===== config.mk =====
export PLATFORM = sky130hd
export DESIGN_NAME = lfb_aperture_dec
export DESIGN_NICKNAME = d
export VERILOG_FILES = /design/src/rtl/lfb_pkg.sv /design/src/rtl/lfb_regs.sv /design/src/rtl/lfb_window.sv /design/src/rtl/lfb_aperture_dec.sv
export SDC_FILE = /design/constraint.sdc
export NUM_CORES = 1
export LEC_CHECK = 0
export ABC_AREA = 1
export BUFFER_PORTS_ARGS = -buffer_cell sky130_fd_sc_hd__buf_4
export CAP_MARGIN = 10
export CORE_MARGIN = 10
export CORE_UTILIZATION = 45
export DETAILED_ROUTE_END_ITERATION = 12
export PLACE_DENSITY = 0.72
export SLEW_MARGIN = 0
export SYNTH_ARGS = -nofsm -noshare
export SYNTH_HDL_FRONTEND = slang
export SYNTH_HIERARCHICAL = 1
export SYNTH_SLANG_ARGS = --single-unit

===== constraint.sdc =====
create_clock -name clk -period 3.7 [get_ports clk]
set_input_delay 0.37 -clock clk [delete_from_list [all_inputs] [get_ports clk]]
set_output_delay 0.37 -clock clk [all_outputs]
set_load 0.05 [all_outputs]

===== src/rtl/lfb_pkg.sv =====
package lfb_pkg;

    localparam int BASE_LSB = 16;
    localparam int BASE_W   = 32 - BASE_LSB;
    localparam int BYTE_W   = 8;
    localparam int CODE_W   = 2;

    typedef enum logic [1:0] {
        IDX_CTRL     = 2'd0,
        IDX_SIZE     = 2'd1,
        IDX_BASE_HI  = 2'd2,
        IDX_BASE_MID = 2'd3
    } reg_idx_e;

    localparam logic [7:0] CFG_BAR_B0 = 8'h10;
    localparam logic [7:0] CFG_BAR_B1 = 8'h11;
    localparam logic [7:0] CFG_BAR_B2 = 8'h12;
    localparam logic [7:0] CFG_BAR_B3 = 8'h13;

    typedef struct packed {
        logic              en;
        logic [CODE_W-1:0] code;
        logic [BASE_W-1:0] base;
    } lfb_regs_t;

    function automatic logic [31:0] size_bytes(input logic [CODE_W-1:0] code, input int variant);
        logic [31:0] s;
        case (code)
            2'd0:    s = 32'h0001_0000;
            2'd1:    s = 32'h0010_0000;
            2'd2:    s = 32'h0020_0000;
            default: s = (variant == 0) ? 32'h0020_0000 :
                         (variant == 1) ? 32'h0040_0000 : 32'h0080_0000;
        endcase
        return s;
    endfunction

    function automatic logic [BASE_W-1:0] base_keep(input logic [CODE_W-1:0] code, input int variant);
        logic [31:0] lowbits;
        lowbits = size_bytes(code, variant) - 32'd1;
        return ~lowbits[31:BASE_LSB];
    endfunction

endpackage


===== src/rtl/lfb_regs.sv =====
module lfb_regs
    import lfb_pkg::*;
#(
    parameter int VARIANT = 2
) (
    input  logic               clk,
    input  logic               rst_n,
    input  logic               reg_we,
    input  logic [1:0]         reg_idx,
    input  logic [BYTE_W-1:0]  reg_wdata,
    output logic [BYTE_W-1:0]  reg_rdata,
    input  logic               cfg_we,
    input  logic [7:0]         cfg_off,
    input  logic [BYTE_W-1:0]  cfg_wdata,
    output logic [BYTE_W-1:0]  cfg_rdata,
    output lfb_regs_t          regs
);

    lfb_regs_t s_d, s_q;

    always_comb begin
        s_d = s_q;
        if (reg_we) begin
            case (reg_idx_e'(reg_idx))
                IDX_CTRL:     s_d.en = reg_wdata[0];
                IDX_SIZE: begin
                    s_d.code = reg_wdata[CODE_W-1:0];
                    if (VARIANT == 0 && s_d.code == 2'd3) s_d.code = 2'd2;
                end
                IDX_BASE_HI:  s_d.base[15:8] = reg_wdata;
                IDX_BASE_MID: s_d.base[7:0]  = reg_wdata;
                default:      s_d = s_q;
            endcase
        end else if (cfg_we) begin
            if (cfg_off == CFG_BAR_B2) s_d.base[7:0]  = cfg_wdata;
            if (cfg_off == CFG_BAR_B3) s_d.base[15:8] = cfg_wdata;
        end
        // Re-align on every cycle; a no-op unless size or base just changed.
        s_d.base = s_d.base & base_keep(s_d.code, VARIANT);
    end

    always_ff @(posedge clk or negedge rst_n) begin
        if (!rst_n) s_q <= '0;
        else        s_q <= s_d;
    end

    always_comb begin
        case (reg_idx_e'(reg_idx))
            IDX_CTRL:     reg_rdata = {7'd0, s_q.en};
            IDX_SIZE:     reg_rdata = {6'd0, s_q.code};
            IDX_BASE_HI:  reg_rdata = s_q.base[15:8];
            IDX_BASE_MID: reg_rdata = s_q.base[7:0];
            default:      reg_rdata = '0;
        endcase
    end

    always_comb begin
        case (cfg_off)
            CFG_BAR_B2: cfg_rdata = s_q.base[7:0];
            CFG_BAR_B3: cfg_rdata = s_q.base[15:8] & 8'h1F;
            default:    cfg_rdata = '0;
        endcase
    end

    assign regs = s_q;

    // stored base never has bits set below the window size
    a_r4_base_aligned: assert property (@(posedge clk) disable iff (!rst_n)
        (s_q.base & ~base_keep(s_q.code, VARIANT)) == '0);

    // the top BAR byte never shows bits 7:5
    a_r6_bar_top_masked: assert property (@(posedge clk) disable iff (!rst_n)
        (cfg_off == CFG_BAR_B3) |-> (cfg_rdata[7:5] == 3'd0));

    // a config write to a non-base offset with no index write leaves the base alone
    a_r7_cfg_other_ignored: assert property (@(posedge clk) disable iff (!rst_n)
        (cfg_we && !reg_we && cfg_off != CFG_BAR_B2 && cfg_off != CFG_BAR_B3)
        |=> $stable(s_q.base));

    generate
        if (VARIANT == 0) begin : g_small
            // code 3 is never held on the smallest variant
            a_r3_no_code3: assert property (@(posedge clk) disable iff (!rst_n)
                s_q.code != 2'd3);
        end
    endgenerate

endmodule


===== src/rtl/lfb_window.sv =====
module lfb_window #(
    parameter int ADDR_W = 32
) (
    input  logic              clk,
    input  logic              rst_n,
    input  logic              en,
    input  logic [ADDR_W-1:0] base,
    input  logic [ADDR_W-1:0] size,
    input  logic [ADDR_W-1:0] addr,
    output logic              hit,
    output logic [ADDR_W-1:0] offset
);

    typedef struct packed {
        logic              hit;
        logic [ADDR_W-1:0] off;
    } win_t;

    win_t w_d, w_q;
    logic [ADDR_W-1:0] diff;

    always_comb begin
        diff    = addr - base;
        w_d.off = diff;
        w_d.hit = en && (addr >= base) && (diff < size);
    end

    always_ff @(posedge clk or negedge rst_n) begin
        if (!rst_n) w_q <= '0;
        else        w_q <= w_d;
    end

    assign hit    = w_q.hit;
    assign offset = w_q.off;

    // a hit only follows a cycle with the window enabled
    a_r10_hit_needs_en: assert property (@(posedge clk) disable iff (!rst_n)
        hit |-> $past(en));

    // on a hit the offset lies inside the window
    a_r11_off_in_window: assert property (@(posedge clk) disable iff (!rst_n)
        hit |-> (offset < $past(size)));

endmodule


===== src/rtl/lfb_aperture_dec.sv =====
module lfb_aperture_dec
    import lfb_pkg::*;
#(
    parameter int VARIANT = 2
) (
    input  logic        clk,
    input  logic        rst_n,
    input  logic        reg_we,
    input  logic [1:0]  reg_idx,
    input  logic [7:0]  reg_wdata,
    output logic [7:0]  reg_rdata,
    input  logic        cfg_we,
    input  logic [7:0]  cfg_off,
    input  logic [7:0]  cfg_wdata,
    output logic [7:0]  cfg_rdata,
    input  logic [31:0] bus_addr,
    output logic        win_hit,
    output logic [31:0] win_offset
);

    localparam logic [BASE_W-1:0] LEGACY_BASE = 16'h000A;

    lfb_regs_t   regs;
    logic [31:0] base32;
    logic [31:0] size32;
    logic        win_en;

    lfb_regs #(.VARIANT(VARIANT)) u_regs (
        .clk       (clk),
        .rst_n     (rst_n),
        .reg_we    (reg_we),
        .reg_idx   (reg_idx),
        .reg_wdata (reg_wdata),
        .reg_rdata (reg_rdata),
        .cfg_we    (cfg_we),
        .cfg_off   (cfg_off),
        .cfg_wdata (cfg_wdata),
        .cfg_rdata (cfg_rdata),
        .regs      (regs)
    );

    always_comb begin
        base32 = {regs.base, {BASE_LSB{1'b0}}};
        size32 = size_bytes(regs.code, VARIANT);
        win_en = regs.en && (regs.base[BASE_W-1 -: 3] == 3'd0) && (regs.base != LEGACY_BASE);
    end

    lfb_window #(.ADDR_W(32)) u_window (
        .clk    (clk),
        .rst_n  (rst_n),
        .en     (win_en),
        .base   (base32),
        .size   (size32),
        .addr   (bus_addr),
        .hit    (win_hit),
        .offset (win_offset)
    );

    // a hit never follows a cycle with any of base bits 31:29 set
    a_r8_top_bits_off: assert property (@(posedge clk) disable iff (!rst_n)
        win_hit |-> ($past(regs.base[BASE_W-1 -: 3]) == 3'd0));

    // a hit never follows a cycle with the base on the legacy address
    a_r9_legacy_off: assert property (@(posedge clk) disable iff (!rst_n)
        win_hit |-> ($past(regs.base) != LEGACY_BASE));

endmodule


==> metrics.cfg, run 1 <==
[placement]
postPlaceCellArea_sq_um = 6810
port_buffers = 110
dp_hpwl_mm = 13.3
gp_congestion = 0.927
dpl_worst_slack_ps = 887
dp.cells = 1228

[sta]
fin_crit_sh_pct = 76.7
finalSetupViolations = 0
tightest_slew_ps = 698
holdWs_ps = 98.8
rsz0062_at_grt = false
slew_violations = 0
hold_viol = 0
layout_setup_ws_ps = 864
max-slew-margin-rel_pct = 53.4
fin_skew_ps = 5.45
max_freq_ghz = 0.353
period_minus_slack_ps = 2840
tns_ps = 0

[floorplan]
dieArea_sq_um = 17400
die_w_um = 132
start_util_pct = 46.4
core_region_area_sq_um = 12200
rows = 40
die_height_um = 132
io_pins = 111

[pwr]
total_power_mw = 2.71
power.leakage_nw = 4.00
ir_worst_vdd_uv = 179
p_per_area_nw_per_um2 = 390

[logic_synthesis]
syn_avg_cell_area_sq_um = 6.17
ys_top_cells_by_area = dfrtp_1 23%, nand2_1 18%, ha_1 14%
synth_seq_cells = 52
synthArstFlopShare_pct = 100
ys.flop_type = dfrtp_1
synth_area_sq_um = 5640
netlist-cell-type-count = 37
synth_edf_count = 0
synth_cells = 915
ys_warn_count = 6
yosysTopAreaCell = dfrtp_1
ys_seq_area_share_pct = 23.1
synth_top_area_share_pct = 23.1

[clock_network]
cts_buffers = 5
cts_sinks = 52
clk_pin_slew_ps = 70
cts_resized = 0
post-cts-setup-buffers = 0
cts_tree = built
cts_buffer_depth = 2
cts_hold_buf = 0
root_buffer = clkbuf_16
h-tree-depth = 2
clk_latency_ps = 300

[global_routing]
grt_pass1_wl_mm = 25.5
grt_usage_pct = 17.5
antenna_found_initial = 0
grt_max_degree = 53
grt_pass1_vias = 5381
grt_overflow = 0

[routing]
drc = 0
avgRoutedWirePerCell_um = 12.5
ant_nets = 0
viasPerCell = 4.65
first_pass_iters = 5
routed_wl_mm = 15.5
vias = 5751
drt_iter0_markers = 277

[cells_and_area]
drive_gt1_share_pct = 15.4
nNetsFinal = 1194
syn2layout_area_growth_pct = 23.2
n_antenna_cell = 0
seq_area_sq_um = 1300
finalNonFillerCells = 1236
n_fill_cell = 1239
fin_util_pct = 57.2
fin_area_sq_um = 6950
multi_input_area_sq_um = 3660

[setup_path]
endpoint_kind = flop
worstPathMaxFanout = 6
required_ps = 3880
criticalPathCategory = flop to flop
worstPathArrival_ps = 3020
r2r_start = u_regs/regs[8]$_DFF_PN0_
critPathLaunchType = flop
critPathLaunch = u_regs/regs[8]$_DFF_PN0_

[run_status]
outcome = finished clean

[hold_path]
worst_hold_path_type = input pin to async pin

[flow_run]
cap_violations = 0

[cell usage in the layout (no fill, tap or decap), types with 3 or more instances in the layout]
cell / count
a21oi_1: 66
a21oi_2: 3
buf_4: 110
clkbuf_16: 5
conb_1: 44
dfrtp_1: 52
ha_1: 64
inv_1: 210
inv_2: 6
nand2_1: 271
nand2_2: 17
nand3_1: 39
nand3_2: 4
nand4_1: 5
nor2_1: 70
nor2_2: 8
nor2_4: 4
nor3_1: 5
o211ai_1: 4
o21a_1: 3
o21ai_0: 31
o21bai_1: 3
o22ai_1: 10
xor2_1: 15
[cells in the mapped netlist, drive strengths merged, types with 4 or more instances]
cell type and count:
inv 216, dfrtp 52, nor2 82, xor2 15, nand3 43, ha 64, o211ai 4, clkbuf 4
o21ai 33, buf 4, nor3 5, a21oi 69, nand4 5, nand2 289, o22ai 10
[per-layer routing]
layer / routed length [um] / GRT usage, % / vias up
met4: 210 / 3.40 / 0
met1: 7330 / 23.3 / 2462
met5: 0 / 0 / -
met2: 6770 / 27.5 / 195
li1: - / - / 3078
met3: 1190 / 5.07 / 16
[registers in the layout (all words and copies together), names as in the netlist]
signal and count:
u_regs/regs 19, u_window/hit 1, u_window/offset 32
[cells by family (layout without fill, tap and decap cells)]
kind of cell    after synthesis  count (layout)  share of synthesized area (%)
flops                        52              52                           23.1
simple gates                430             430                           32.4
compound gates              128             128                           12.6
fa+ha+maj                    65              65                           14.5
other cells                   1              44                         0.0665
xor+xnor                     15              15                           2.33
buf+inv                     224             334                           15.0
[path summary, 6_finish.rpt]
kind                                                 end  slack (ps)  cells past startpoint
min                         u_window/offset[2]$_DFF_PN0_         100                      1
max reg2reg                       u_window/hit$_DFF_PN0_         860                     18
min in group clk                u_regs/regs[7]$_DFF_PN0_         320                      3
min reg2reg                  u_regs/regs[18]$_DFFE_PN0P_         630                      2
max in group asynchronous  u_window/offset[24]$_DFF_PN0_        3160                      1
max                               u_window/hit$_DFF_PN0_         860                     18
[area by class of cell]
cell class / instances / share of cell area, %
Clock buffer: 6 / 2.00
Clock inverter: 2 / 0.144
Inverter: 216 / 11.7
Multi-Input combinational cell: 682 / 52.6
Sequential cell: 52 / 18.7
Tap cell: 168 / 3.02
Timing Repair Buffer: 110 / 11.9
[critical path, stage by stage, from the launching register on]
cell,delay [ps]
dfrtp_1,450
inv_1,70
ha_1,380
a21oi_1,240
o21ai_0,180
nand2_1,90
nand2_1,50
a21oi_1,150
nand2_1,70
nand2_1,50
nand2_1,60
ha_1,290
nand2_1,70
nor2_1,140
nand4_1,120
nor3_1,150
nand2_1,70
nand2_1,50
nor2_1,30
[power by group]
group,internal [mW],switching (mW),leakage (nW),total (mW)
clock network,0.267,0.213,0.0766,0.480
registers,0.679,0.0593,0.626,0.738
logic,0.491,1.01,3.30,1.50
(Power assumes the default switching activity.)
==> run 2: changes to the inputs <==
Settings changed: PLACE_DENSITY 0.72 to 0.75.
Clock period 3.7 ns to 2.45 ns, I/O delays scaled along.
==> run 2 against run 1 <==
- the run now ends with setup timing left
- fmax grew 8.4%
- cell count grew 10%
- power grew 87%
- sequential power grew 48%
- critical path type unchanged
- register-to-register slack lost 1000 ps
- final area grew 24%
- global-route usage grew 1.9 points
- worst setup slack lost 1000 ps
- largest cell class unchanged
- routed wire length grew 18%
==> metrics.cfg, run 2 (same netlist as run 1, synthesis figures left out) <==
[run_status]
outcome = finished, violations left
violations = setup timing

[sta]
fin_skew_ps = 8.98
max-slew-margin-rel_pct = 52.1
fin_crit_sh_pct = 107
layout_setup_ws_ps = -166
period_minus_slack_ps = 2620
rsz0062_at_grt = true
hold_viol = 0
slew_violations = 0
finalSetupViolations = 2
tightest_slew_ps = 717
max_freq_ghz = 0.382

[setup_path]
cp_top_family = simple AND/OR/NAND/NOR gates
critPathLaunchType = flop
crit_end = u_window/hit$_DFF_PN0_
worstPathMaxFanout = 4
cpPeakStageDelay_ps = 390
endpoint_kind = flop
crit_slowest_cell = dfrtp_1
cp_common_cell = nand2_1
worstReg2RegEnd = u_window/hit$_DFF_PN0_
rrSetupSlack_ps = -170
path_depth = 20
worstPathArrival_ps = 2790
r2r_start = u_regs/regs[1]$_DFF_PN0_
critPathLaunch = u_regs/regs[1]$_DFF_PN0_
rr_worst_depth = 20
cp_num_buf_inv = 2
criticalPathCategory = flop to flop
required_ps = 2630
crit_chain = inv_2, ha_4, nand2_2, nand2_2, inv_1, nand2_1, nand2_1, nand2_2, a21oi_4, nand2_1, nand2_1, nand2_2, ha_4, nand2_4, nor2_4, nand4_1, nor3_2, nand2_1, nand2_1, nor2_1

[floorplan]
die_height_um = 132
io_pins = 111
start_util_pct = 46.4
dieArea_sq_um = 17400
rows = 40
core_region_area_sq_um = 12200
die_w_um = 132

[cells_and_area]
syn2layout_area_growth_pct = 53.0
fin_util_pct = 71.0
largest_reg_flops = 32
layout_common_cells = 232 x nand2_1, 228 x buf_4, 198 x inv_1, 58 x nor2_1, 52 x dfrtp_1
n_fill_cell = 1031
final_common_cell = nand2_1
seq_area_sq_um = 1300
drive_gt1_share_pct = 34.0
n_antenna_cell = 0
multi_input_area_sq_um = 4360
nNetsFinal = 1320

[routing]
drt_iter0_markers = 375
first_pass_iters = 5
vias = 6547
drc = 0
avgRoutedWirePerCell_um = 13.4
viasPerCell = 4.81
routed_wl_mm = 18.2
ant_nets = 0

[pwr]
switching_share_pct = 45.1
internal-power_mw = 2.79
ir_worst_vdd_uv = 261
power.leakage_nw = 4.72
p_seq_share_pct = 21.6
power.share.combinational_pct = 64.2
p_per_area_nw_per_um2 = 588
power_frac_clock_pct = 14.3
switching_power_mw = 2.29

[placement]
gp_congestion = 0.972
dp_hpwl_mm = 14.1
dpl_worst_slack_ps = -280
port_buffers = 110

[global_routing]
antenna_found_initial = 0
grt_pass1_wl_mm = 28.6
grt_usage_pct = 19.4
grt_pass1_vias = 6384
grt_max_degree = 53
grt_overflow = 0

[hold_path]
hold_start = reg_wdata[7]
worst_hold_path_type = input pin to flop

[flow_run]
cap_violations = 0

[clock_network]
cts_buffer_depth = 2
cts_buffers = 5
root_buffer = clkbuf_16
clk_pin_slew_ps = 70
clk_latency_ps = 300
cts_tree = built
cts_sinks = 52
h-tree-depth = 2

-- run 2: layer usage --
metal | part of all wire [%] | wire, um | vias up | GRT usage, %
met5 | 0 | 0 | - | 0
met1 | 42 | 7660 | 2885 | 23.6
met3 | 7.7 | 1400 | 44 | 4.50
li1 | - | - | 3340 | -
met2 | 48 | 8680 | 278 | 32.8
met4 | 2.8 | 508 | 0 | 6.18
-- run 2: worst min-delay path by stage --
| stage | slack [ps] | cells after the start | endpoint |
|---|---|---|---|
| after global routing | 220 | 3 | u_regs/regs[7]$_DFF_PN0_ |
| after global placement | 320 | 1 | u_window/offset[2]$_DFF_PN0_ |
| after detailed placement | 320 | 1 | u_window/offset[2]$_DFF_PN0_ |
| after floorplan | -50 | 0 | u_regs/regs[0]$_DFF_PN0_ |
| final | 200 | 3 | u_regs/regs[7]$_DFF_PN0_ |
| after CTS | 190 | 3 | u_regs/regs[7]$_DFF_PN0_ |
-- run 2: through the flow --
stage | TNS [ps] | std cells | hold WS, ps | total power [mW] | area (sq um)
2_1_floorplan | 0 | 958 | -50.6 | 2.71 | 5800
3_3_place_gp | -211 | 1329 | 319 | 3.71 | 7560
3_5_place_dp | -280 | 1329 | 321 | 3.75 | 7560
4_1_cts | -73.6 | 1357 | 194 | 4.78 | 8250
5_1_grt | -493 | 1362 | 217 | 5.42 | 8630
6_report | -214 | 1362 | 197 | 5.08 | 8630
-- run 2: what timing repair did --
item	in CTS	in global routing
hold buffers	1	0
setup endpoints to repair	1	3
gates resized for setup	84	83
pin swaps	34	57
buffers inserted	19	10
hold endpoints to repair	8	0
-- run 2: worst reg2reg max path: cells and delay by family, from the launching register on --
family | cells | cell delay [ps]
AO/OA/AOI/OAI | 1 | 160
adder cells (fa/ha/maj) | 2 | 500
AND/OR/NAND/NOR | 15 | 1300
flip-flops | 1 | 390
buffers and inverters | 2 | 140
-- run 2: power groups by stage --
stage,registers [mW],logic [mW],clock network [mW]
global placement,1.10,2.61,0
global route,1.12,3.53,0.770
detailed placement,1.11,2.64,0
finish,1.09,3.26,0.724
CTS,1.09,2.95,0.736
floorplan,1.58,1.13,0
-- run 2: layout make-up --
class / instances / area share [%]
repair buffers: 236 / 20.9
inverters: 216 / 9.39
clock inverters: 2 / 0.116
flip-flops and latches: 52 / 15.1
multi-input cells: 682 / 50.5
clock buffers: 6 / 1.61
well taps: 168 / 2.44
